==> config.mk <==
export PLATFORM = sky130hd
export DESIGN_NAME = ser_wr_ctrl
export DESIGN_NICKNAME = d
export VERILOG_FILES = /design/src/rtl/ser_wr_pkg.sv /design/src/rtl/swc_phase_timer.sv /design/src/rtl/swc_shifter.sv /design/src/rtl/swc_seq_fsm.sv /design/src/rtl/ser_wr_ctrl.sv
export SDC_FILE = /design/constraint.sdc
export NUM_CORES = 1
export LEC_CHECK = 0
export BUFFER_PORTS_ARGS = -buffer_cell sky130_fd_sc_hd__buf_2
export CAP_MARGIN = 30
export CORE_ASPECT_RATIO = 0.5
export CORE_MARGIN = 2
export CORE_UTILIZATION = 43
export CTS_CLUSTER_SIZE = 14
export DETAILED_ROUTE_END_ITERATION = 10
export GPL_TIMING_DRIVEN = 0
export MAX_ROUTING_LAYER = met4
export PLACE_DENSITY = 0.75
export SYNTH_ARGS = -nofsm -noshare
export SYNTH_HDL_FRONTEND = slang
export SYNTH_SLANG_ARGS = --single-unit
==> constraint.sdc <==
create_clock -name clk -period 2.43 [get_ports clk]
set_input_delay 0 -clock clk [delete_from_list [all_inputs] [get_ports clk]]
set_output_delay 0 -clock clk [all_outputs]
set_load 0.005 [all_outputs]
==> src/rtl/ser_wr_pkg.sv <==
package ser_wr_pkg;

  typedef enum logic [2:0] {
    ST_IDLE,
    ST_LOW,
    ST_HIGH,
    ST_GAP,
    ST_LATCH,
    ST_RECOV
  } wr_state_t;

  // Round a nanosecond interval up to whole system cycles, never below one.
  function automatic int unsigned ns_to_cyc(int unsigned ns, int unsigned sys_ns);
    int unsigned c;
    c = (ns + sys_ns - 1) / sys_ns;
    return (c == 0) ? 1 : c;
  endfunction

  function automatic int unsigned max2(int unsigned a, int unsigned b);
    return (a > b) ? a : b;
  endfunction

  // High phase must cover both the minimum high width and the data hold,
  // because data only moves at the falling edge.
  function automatic int unsigned hi_cycles(int unsigned hi_ns, int unsigned hold_ns,
                                            int unsigned sys_ns);
    return max2(ns_to_cyc(hi_ns, sys_ns), ns_to_cyc(hold_ns, sys_ns));
  endfunction

  // Low phase covers the low width, the data setup and the rest of the period.
  function automatic int unsigned lo_cycles(int unsigned lo_ns, int unsigned su_ns,
                                            int unsigned per_ns, int unsigned hi_c,
                                            int unsigned sys_ns);
    int unsigned per_c;
    int unsigned rest;
    per_c = ns_to_cyc(per_ns, sys_ns);
    rest  = (per_c > hi_c) ? per_c - hi_c : 1;
    return max2(max2(ns_to_cyc(lo_ns, sys_ns), ns_to_cyc(su_ns, sys_ns)), rest);
  endfunction

endpackage

==> src/rtl/swc_phase_timer.sv <==
module swc_phase_timer #(
  parameter int unsigned CNT_W = 4
) (
  input  logic             clk,
  input  logic             rst_n,
  input  logic             load,
  input  logic [CNT_W-1:0] load_len,
  output logic             expire
);
  logic [CNT_W-1:0] cnt_q;

  // A phase of N cycles is loaded as N-1 and ends when the count reaches zero.
  always_ff @(posedge clk or negedge rst_n) begin
    if (!rst_n) begin
      cnt_q <= '0;
    end else if (load) begin
      cnt_q <= load_len - CNT_W'(1);
    end else if (cnt_q != '0) begin
      cnt_q <= cnt_q - CNT_W'(1);
    end
  end

  assign expire = (cnt_q == '0);
endmodule

==> src/rtl/swc_shifter.sv <==
module swc_shifter #(
  parameter int unsigned WORD_W = 32
) (
  input  logic              clk,
  input  logic              rst_n,
  input  logic              load,
  input  logic [WORD_W-1:0] load_word,
  input  logic              shift,
  output logic              out_bit,
  output logic              last_bit
);
  localparam int unsigned IDX_W = $clog2(WORD_W);

  logic [WORD_W-1:0] sh_q;
  logic [IDX_W-1:0]  idx_q;

  always_ff @(posedge clk or negedge rst_n) begin
    if (!rst_n) begin
      sh_q  <= '0;
      idx_q <= '0;
    end else if (load) begin
      sh_q  <= load_word;
      idx_q <= '0;
    end else if (shift) begin
      sh_q  <= {1'b0, sh_q[WORD_W-1:1]};
      idx_q <= idx_q + IDX_W'(1);
    end
  end

  assign out_bit  = sh_q[0];
  assign last_bit = (idx_q == IDX_W'(WORD_W - 1));
endmodule

==> src/rtl/swc_seq_fsm.sv <==
module swc_seq_fsm import ser_wr_pkg::*; #(
  parameter int unsigned CNT_W = 4,
  parameter int unsigned HI_C  = 2,
  parameter int unsigned LO_C  = 3,
  parameter int unsigned C2L_C = 2,
  parameter int unsigned LAT_C = 5,
  parameter int unsigned REC_C = 7
) (
  input  logic             clk,
  input  logic             rst_n,
  input  logic             req_valid,
  input  logic             tmr_exp,
  input  logic             last_bit,
  output logic             req_ready,
  output logic             acc_evt,
  output logic             tmr_load,
  output logic [CNT_W-1:0] tmr_len,
  output logic             sh_shift,
  output logic             sclk_q,
  output logic             le_q,
  output logic             done_q
);
  wr_state_t st_q, st_d;

  always_comb begin
    st_d     = st_q;
    acc_evt  = 1'b0;
    tmr_load = 1'b0;
    tmr_len  = '0;
    sh_shift = 1'b0;
    unique case (st_q)
      ST_IDLE: if (req_valid) begin
        acc_evt  = 1'b1;
        st_d     = ST_LOW;
        tmr_load = 1'b1;
        tmr_len  = CNT_W'(LO_C);
      end
      ST_LOW: if (tmr_exp) begin
        st_d     = ST_HIGH;
        tmr_load = 1'b1;
        tmr_len  = CNT_W'(HI_C);
      end
      ST_HIGH: if (tmr_exp) begin
        tmr_load = 1'b1;
        if (last_bit) begin
          st_d    = ST_GAP;
          tmr_len = CNT_W'(C2L_C);
        end else begin
          st_d     = ST_LOW;
          tmr_len  = CNT_W'(LO_C);
          sh_shift = 1'b1;
        end
      end
      ST_GAP: if (tmr_exp) begin
        st_d     = ST_LATCH;
        tmr_load = 1'b1;
        tmr_len  = CNT_W'(LAT_C);
      end
      ST_LATCH: if (tmr_exp) begin
        st_d     = ST_RECOV;
        tmr_load = 1'b1;
        tmr_len  = CNT_W'(REC_C);
      end
      ST_RECOV: if (tmr_exp) begin
        st_d = ST_IDLE;
      end
      default: st_d = ST_IDLE;
    endcase
  end

  always_ff @(posedge clk or negedge rst_n) begin
    if (!rst_n) begin
      st_q   <= ST_IDLE;
      sclk_q <= 1'b0;
      le_q   <= 1'b0;
      done_q <= 1'b0;
    end else begin
      st_q   <= st_d;
      sclk_q <= (st_d == ST_HIGH);
      le_q   <= (st_d == ST_LATCH);
      done_q <= (st_q == ST_RECOV) && tmr_exp;
    end
  end

  assign req_ready = (st_q == ST_IDLE);
endmodule

==> src/rtl/ser_wr_ctrl.sv <==
module ser_wr_ctrl import ser_wr_pkg::*; #(
  parameter int unsigned ADDR_W   = 4,
  parameter int unsigned DATA_W   = 28,
  parameter int unsigned SYS_NS   = 10,
  parameter int unsigned T_SU_NS  = 20,
  parameter int unsigned T_HD_NS  = 20,
  parameter int unsigned T_HI_NS  = 20,
  parameter int unsigned T_LO_NS  = 20,
  parameter int unsigned T_PER_NS = 50,
  parameter int unsigned T_C2L_NS = 20,
  parameter int unsigned T_LAT_NS = 50,
  parameter int unsigned T_REC_NS = 70
) (
  input  logic              clk,
  input  logic              rst_n,
  input  logic              wr_valid,
  output logic              wr_ready,
  input  logic [ADDR_W-1:0] wr_addr,
  input  logic [DATA_W-1:0] wr_data,
  output logic              ser_clk,
  output logic              ser_data,
  output logic              ser_le,
  output logic              wr_done
);
  localparam int unsigned WORD_W = ADDR_W + DATA_W;
  localparam int unsigned HI_C   = hi_cycles(T_HI_NS, T_HD_NS, SYS_NS);
  localparam int unsigned LO_C   = lo_cycles(T_LO_NS, T_SU_NS, T_PER_NS, HI_C, SYS_NS);
  localparam int unsigned C2L_C  = ns_to_cyc(T_C2L_NS, SYS_NS);
  localparam int unsigned LAT_C  = ns_to_cyc(T_LAT_NS, SYS_NS);
  localparam int unsigned REC_C  = ns_to_cyc(T_REC_NS, SYS_NS);
  localparam int unsigned MAX_C  = max2(max2(HI_C, LO_C), max2(max2(C2L_C, LAT_C), REC_C));
  localparam int unsigned CNT_W  = $clog2(MAX_C + 1);

  // Named internal events for the bound checker.
  logic             acc_evt;
  logic             tmr_exp;
  logic             last_bit;
  logic             tmr_load;
  logic [CNT_W-1:0] tmr_len;
  logic             sh_shift;
  logic [15:0]      lat_len_w;
  logic [WORD_W-1:0] word_in;

  assign word_in   = {wr_data, wr_addr};
  assign lat_len_w = 16'(LAT_C);

  swc_seq_fsm #(
    .CNT_W (CNT_W),
    .HI_C  (HI_C),
    .LO_C  (LO_C),
    .C2L_C (C2L_C),
    .LAT_C (LAT_C),
    .REC_C (REC_C)
  ) u_fsm (
    .clk       (clk),
    .rst_n     (rst_n),
    .req_valid (wr_valid),
    .tmr_exp   (tmr_exp),
    .last_bit  (last_bit),
    .req_ready (wr_ready),
    .acc_evt   (acc_evt),
    .tmr_load  (tmr_load),
    .tmr_len   (tmr_len),
    .sh_shift  (sh_shift),
    .sclk_q    (ser_clk),
    .le_q      (ser_le),
    .done_q    (wr_done)
  );

  swc_phase_timer #(
    .CNT_W (CNT_W)
  ) u_timer (
    .clk      (clk),
    .rst_n    (rst_n),
    .load     (tmr_load),
    .load_len (tmr_len),
    .expire   (tmr_exp)
  );

  swc_shifter #(
    .WORD_W (WORD_W)
  ) u_shift (
    .clk       (clk),
    .rst_n     (rst_n),
    .load      (acc_evt),
    .load_word (word_in),
    .shift     (sh_shift),
    .out_bit   (ser_data),
    .last_bit  (last_bit)
  );
endmodule

==> flow_results.org <==
** Synthesis
- Avg Cell Area, Syn :: approximately 8.6 um^2
- Of all flip-flops after synthesis, the portion carrying an async set or reset was between 90% and 100%.
- Library cell with the highest instance count after synthesis :: nand2_1
- The most used flip-flop cell after synthesis is dfrtp_1.
- The mapped netlist covers roughly 2300 um^2.
- Of the post-synthesis cell area, the dominant cell type holds between 50% and 60%.
- Counting flops and latches in the post-synthesis netlist gives 46.
- The Yosys step of the flow raised 0 warnings.
- Ranked by total cell area, the synthesized netlist is headed by dfrtp_1, nand2_1, nand3_1.
- Counting every instance in the synthesized netlist gives approximately 270.
- In the synthesized netlist, the cells that appear most often are nand2_1, nand3_1, dfrtp_1.
- Sequential cells were found to cover 50.7% of the synthesized design area.
- Synthesized net count :: approximately 300
- Area leader, netlist :: dfrtp_1
- The synthesized netlist contains 31 unique library cells.
- Post-synth EDFFs :: 0

** Finish
- In the final design database the tool counted around 380 nets.
- After filler insertion, the fill cell instance count of the layout stands at ~430.
- Fraction of final layout cells sized beyond drive strength 1 :: a little under a fifth
- Final core utilization :: 60.0%
- After routing the design area is 3000 um^2.
- Diode insertion count for antenna repair :: 0
- Signed area change from the synthesized netlist to the final layout :: 32.0%

** STA
- Final setup viols :: 0
- Worst Hold Slack :: 0.0518 ns
- Worst-case clock skew :: ~0.012 ns
- Tmin final :: around 2.2 ns
- Portion of the clock cycle consumed by the worst path in the final layout :: between 80% and 90%
- Headroom to the max-slew limit came out at 67.1%.
- Static timing analysis puts the maximum clock frequency at 458 MHz.
- Transition time of the tightest slew-check pin :: just under 0.5 ns
- Setup repair after global routing left no endpoint under its margin.
- The final count of hold timing violations came to 0.
- The number of slew-limit violations in the final report was 0.
- For the final routed database, the setup TNS stands at 0 ns.

** Die
- Die extent in x :: roughly 110 um
- Number of placement rows :: 18
- The die covers about 5900 um^2.
- Pin placement for this block handled 40 I/O pins.
- Std-Cell Core Area :: roughly 5000 um^2
- In this run the vertical extent of the chip is between 50 and 60 um.
- Once the floorplan was initialized, standard cells occupied ~45% of the core.

** Drt
- Drt drc :: 0
- Detailed Route WL :: around 5700 um
- Top layer in use :: met4
- Antenna-violating nets left :: 0
- Vias per Instance :: about 5.2
- Detailed-route via count :: ~2200
- Dividing the detail-routed wire length by the instance count gives between 10 and 15 um.
- Summed over all nets, wire length on met2 after detailed routing comes to about 2800 um.
- Detailed routing placed a total of about 270 um of wire on met3.
- Length of the first detailed-routing pass in iterations :: 5
- In the final routing, the length of wire on met1 measures 2560 um.
- Number of DRC markers in iteration 0 :: 180

** Pwr
- The design draws a little under 3 mW.
- Power per cell area :: about 980 nW/um^2
- VDD sags by at most slightly below 600 uV.
- Clk network pwr share :: 16.5%
- Of the total power, combinational logic draws 36.8%.
- Cell internal pwr :: about 1.8 mW
- Sequential cells account for between 40% and 50% of the total power.
- Static leakage :: about 1.4 nW
- Net switching is 37.9% of the power.
- In this run the power spent charging and discharging nets is around 1.1 mW.

** Setup path
- STA classifies the critical path endpoint as a register.
- Critical path required time :: approximately 2.6 ns
- CP Max Fanout :: 10
- STA classifies the critical path startpoint as a register.
- Critical Path AT :: 2.36 ns
- By startpoint and endpoint, the worst setup path is classified as register to register.

** GRT
- Global routing used about a fifth of the available tracks.
- Pin count of the biggest net entering global routing :: 42
- The first global-routing pass estimated around 9600 um of wire.
- Vias in the first global route :: around 2100
- The total overflow left after global routing is 0.
- The number of antenna violations at the first check in global routing was 0.

** Placed design
- The placed instances occupy a cell area of ~2600 um^2.
- Buffers placed on the I/O ports in this run total 39.
- Final GP Congestion :: between 0.8 and 0.9
- Summed over all nets, the half-perimeter wirelength after detailed placement is 3550 um.

** Hold path
- The path class of the tightest hold or removal check is primary input to asynchronous set/reset pin.

** Run
- Max_cap viols :: 0

** Clocking
- CTS H-tree lvls :: 2
- The clock passes through at most 2 buffers.
- Clock transition at path regs :: 0.09 ns
- Counting the buffers created by CTS gives 5.
- Post-CTS timing repair inserted 0 buffers for setup.
- Counting every sink on the clock net gives 46.
- Cell chosen for the clock root :: clkbuf_8
- Clock latency on the worst-skew pair, taken at its later pin, is roughly 0.30 ns.
- TritonCTS built the clock tree.

** Run status
- Status :: complete, no violations
==> through the flow <==
step / instances / setup WS (ns)
after floorplan: 265 / 0.568
after global placement: 374 / 0.355
after detailed placement: 375 / 0.323
after CTS: 416 / 0.298
after global routing: 416 / 0.0885
final: 416 / 0.248
==> routing by layer <==
layer | vias to the layer above | track usage (%)
li1 | 1052 | -
met1 | 1049 | 25.9
met2 | 70 | 34.7
met3 | 10 | 3.78
met4 | 0 | 7.61
met5 | - | -
==> worst max-delay path, cell delays in order, from the launching register on <==
cell	delay, ns
dfrtp_1	0.42
ha_1	0.23
and3_1	0.16
ha_1	0.24
nor4b_2	0.25
nand2_1	0.23
clkbuf_1	0.30
nand3_1	0.15
nand3_1	0.09
==> timing repair <==
item                                   4_1_cts  5_1_grt
hold buffers                                33        0
gates resized for setup                      0        0
endpoints found under the hold margin       78        0
==> sequential cells by signal, summed over array words and instances, names as in the netlist <==
name / flops
u_shift.sh_q: 32
u_shift.idx_q: 5
u_fsm.st_q: 3
u_timer.cnt_q: 3
u_fsm.done_q: 1
u_fsm.le_q: 1
u_fsm.sclk_q: 1
==> power by group through the flow <==
stage | Clock (mW) | Sequential (mW) | Combinational, mW
2_1_floorplan | 0 | 1.32 | 0.785
3_3_place_gp | 0 | 1.36 | 0.978
3_5_place_dp | 0 | 1.37 | 1.03
4_1_cts | 0.504 | 1.36 | 1.07
5_1_grt | 0.538 | 1.41 | 1.24
6_report | 0.486 | 1.37 | 1.08
==> path summary, 6_finish.rpt <==
path | end | cells past startpoint | startpoint | slack, ns
setup / recovery | u_shift.sh_q[22] | 8 | u_shift.idx_q[0] | 0.25
hold / removal | u_timer.cnt_q[1] | 2 | rst_n | 0.05
setup reg to reg | u_shift.sh_q[22] | 8 | u_shift.idx_q[0] | 0.25
hold reg to reg | u_shift.sh_q[23] | 2 | u_shift.sh_q[24] | 0.48
max in group asynchronous | u_shift.sh_q[22] | 3 | rst_n | 1.94
min in group clk | u_timer.cnt_q[1] | 4 | wr_valid | 0.14
==> layout make-up <==
class | count | area (um^2) | share of cell area [%]
Timing Repair Buffer | 73 | 546 | 18.2
Clock buffer | 5 | 68.8 | 2.30
Tap cell | 70 | 87.6 | 2.92
Sequential cell | 46 | 1150 | 38.4
Clock inverter | 3 | 25.0 | 0.835
Multi-Input combinational cell | 199 | 1010 | 33.8
Buffer | 20 | 106 | 3.55
==> cells by family (layout without fill, tap and decap cells) <==
| kind of cell | Yosys count | in the layout | share of synthesized area (%) |
|---|---|---|---|
| mux | 2 | 2 | 0.882 |
| flops | 46 | 46 | 50.7 |
| fa+ha+maj | 3 | 3 | 1.65 |
| compound gates | 24 | 24 | 6.06 |
| xor+xnor | 2 | 2 | 0.771 |
| simple gates | 168 | 168 | 35.3 |
| buf+inv | 20 | 101 | 4.68 |
==> placed cells by master, fill, tap and decap left out, types with 2 or more instances in the layout <==
cell           netlist  routed
nor2b_1              3       3
dlygate4sd3_1        0      33
nand3b_1             2       2
and2_1               4       4
nand2_1             77      77
dfrtp_1             46      46
clkbuf_1             5       5
buf_2               10      49
nand2b_1             5       5
nor4b_2              2       2
mux2i_1              2       2
a21oi_1              8       8
nor3_4               2       2
a31oi_1              4       4
nor2_1              10      10
buf_1                2       2
buf_6                2       2
clkbuf_8             0       5
nand3_1             57      57
ha_1                 3       3
xnor2_1              2       2
o21ai_0              8       8
(Power assumes the default switching activity.)
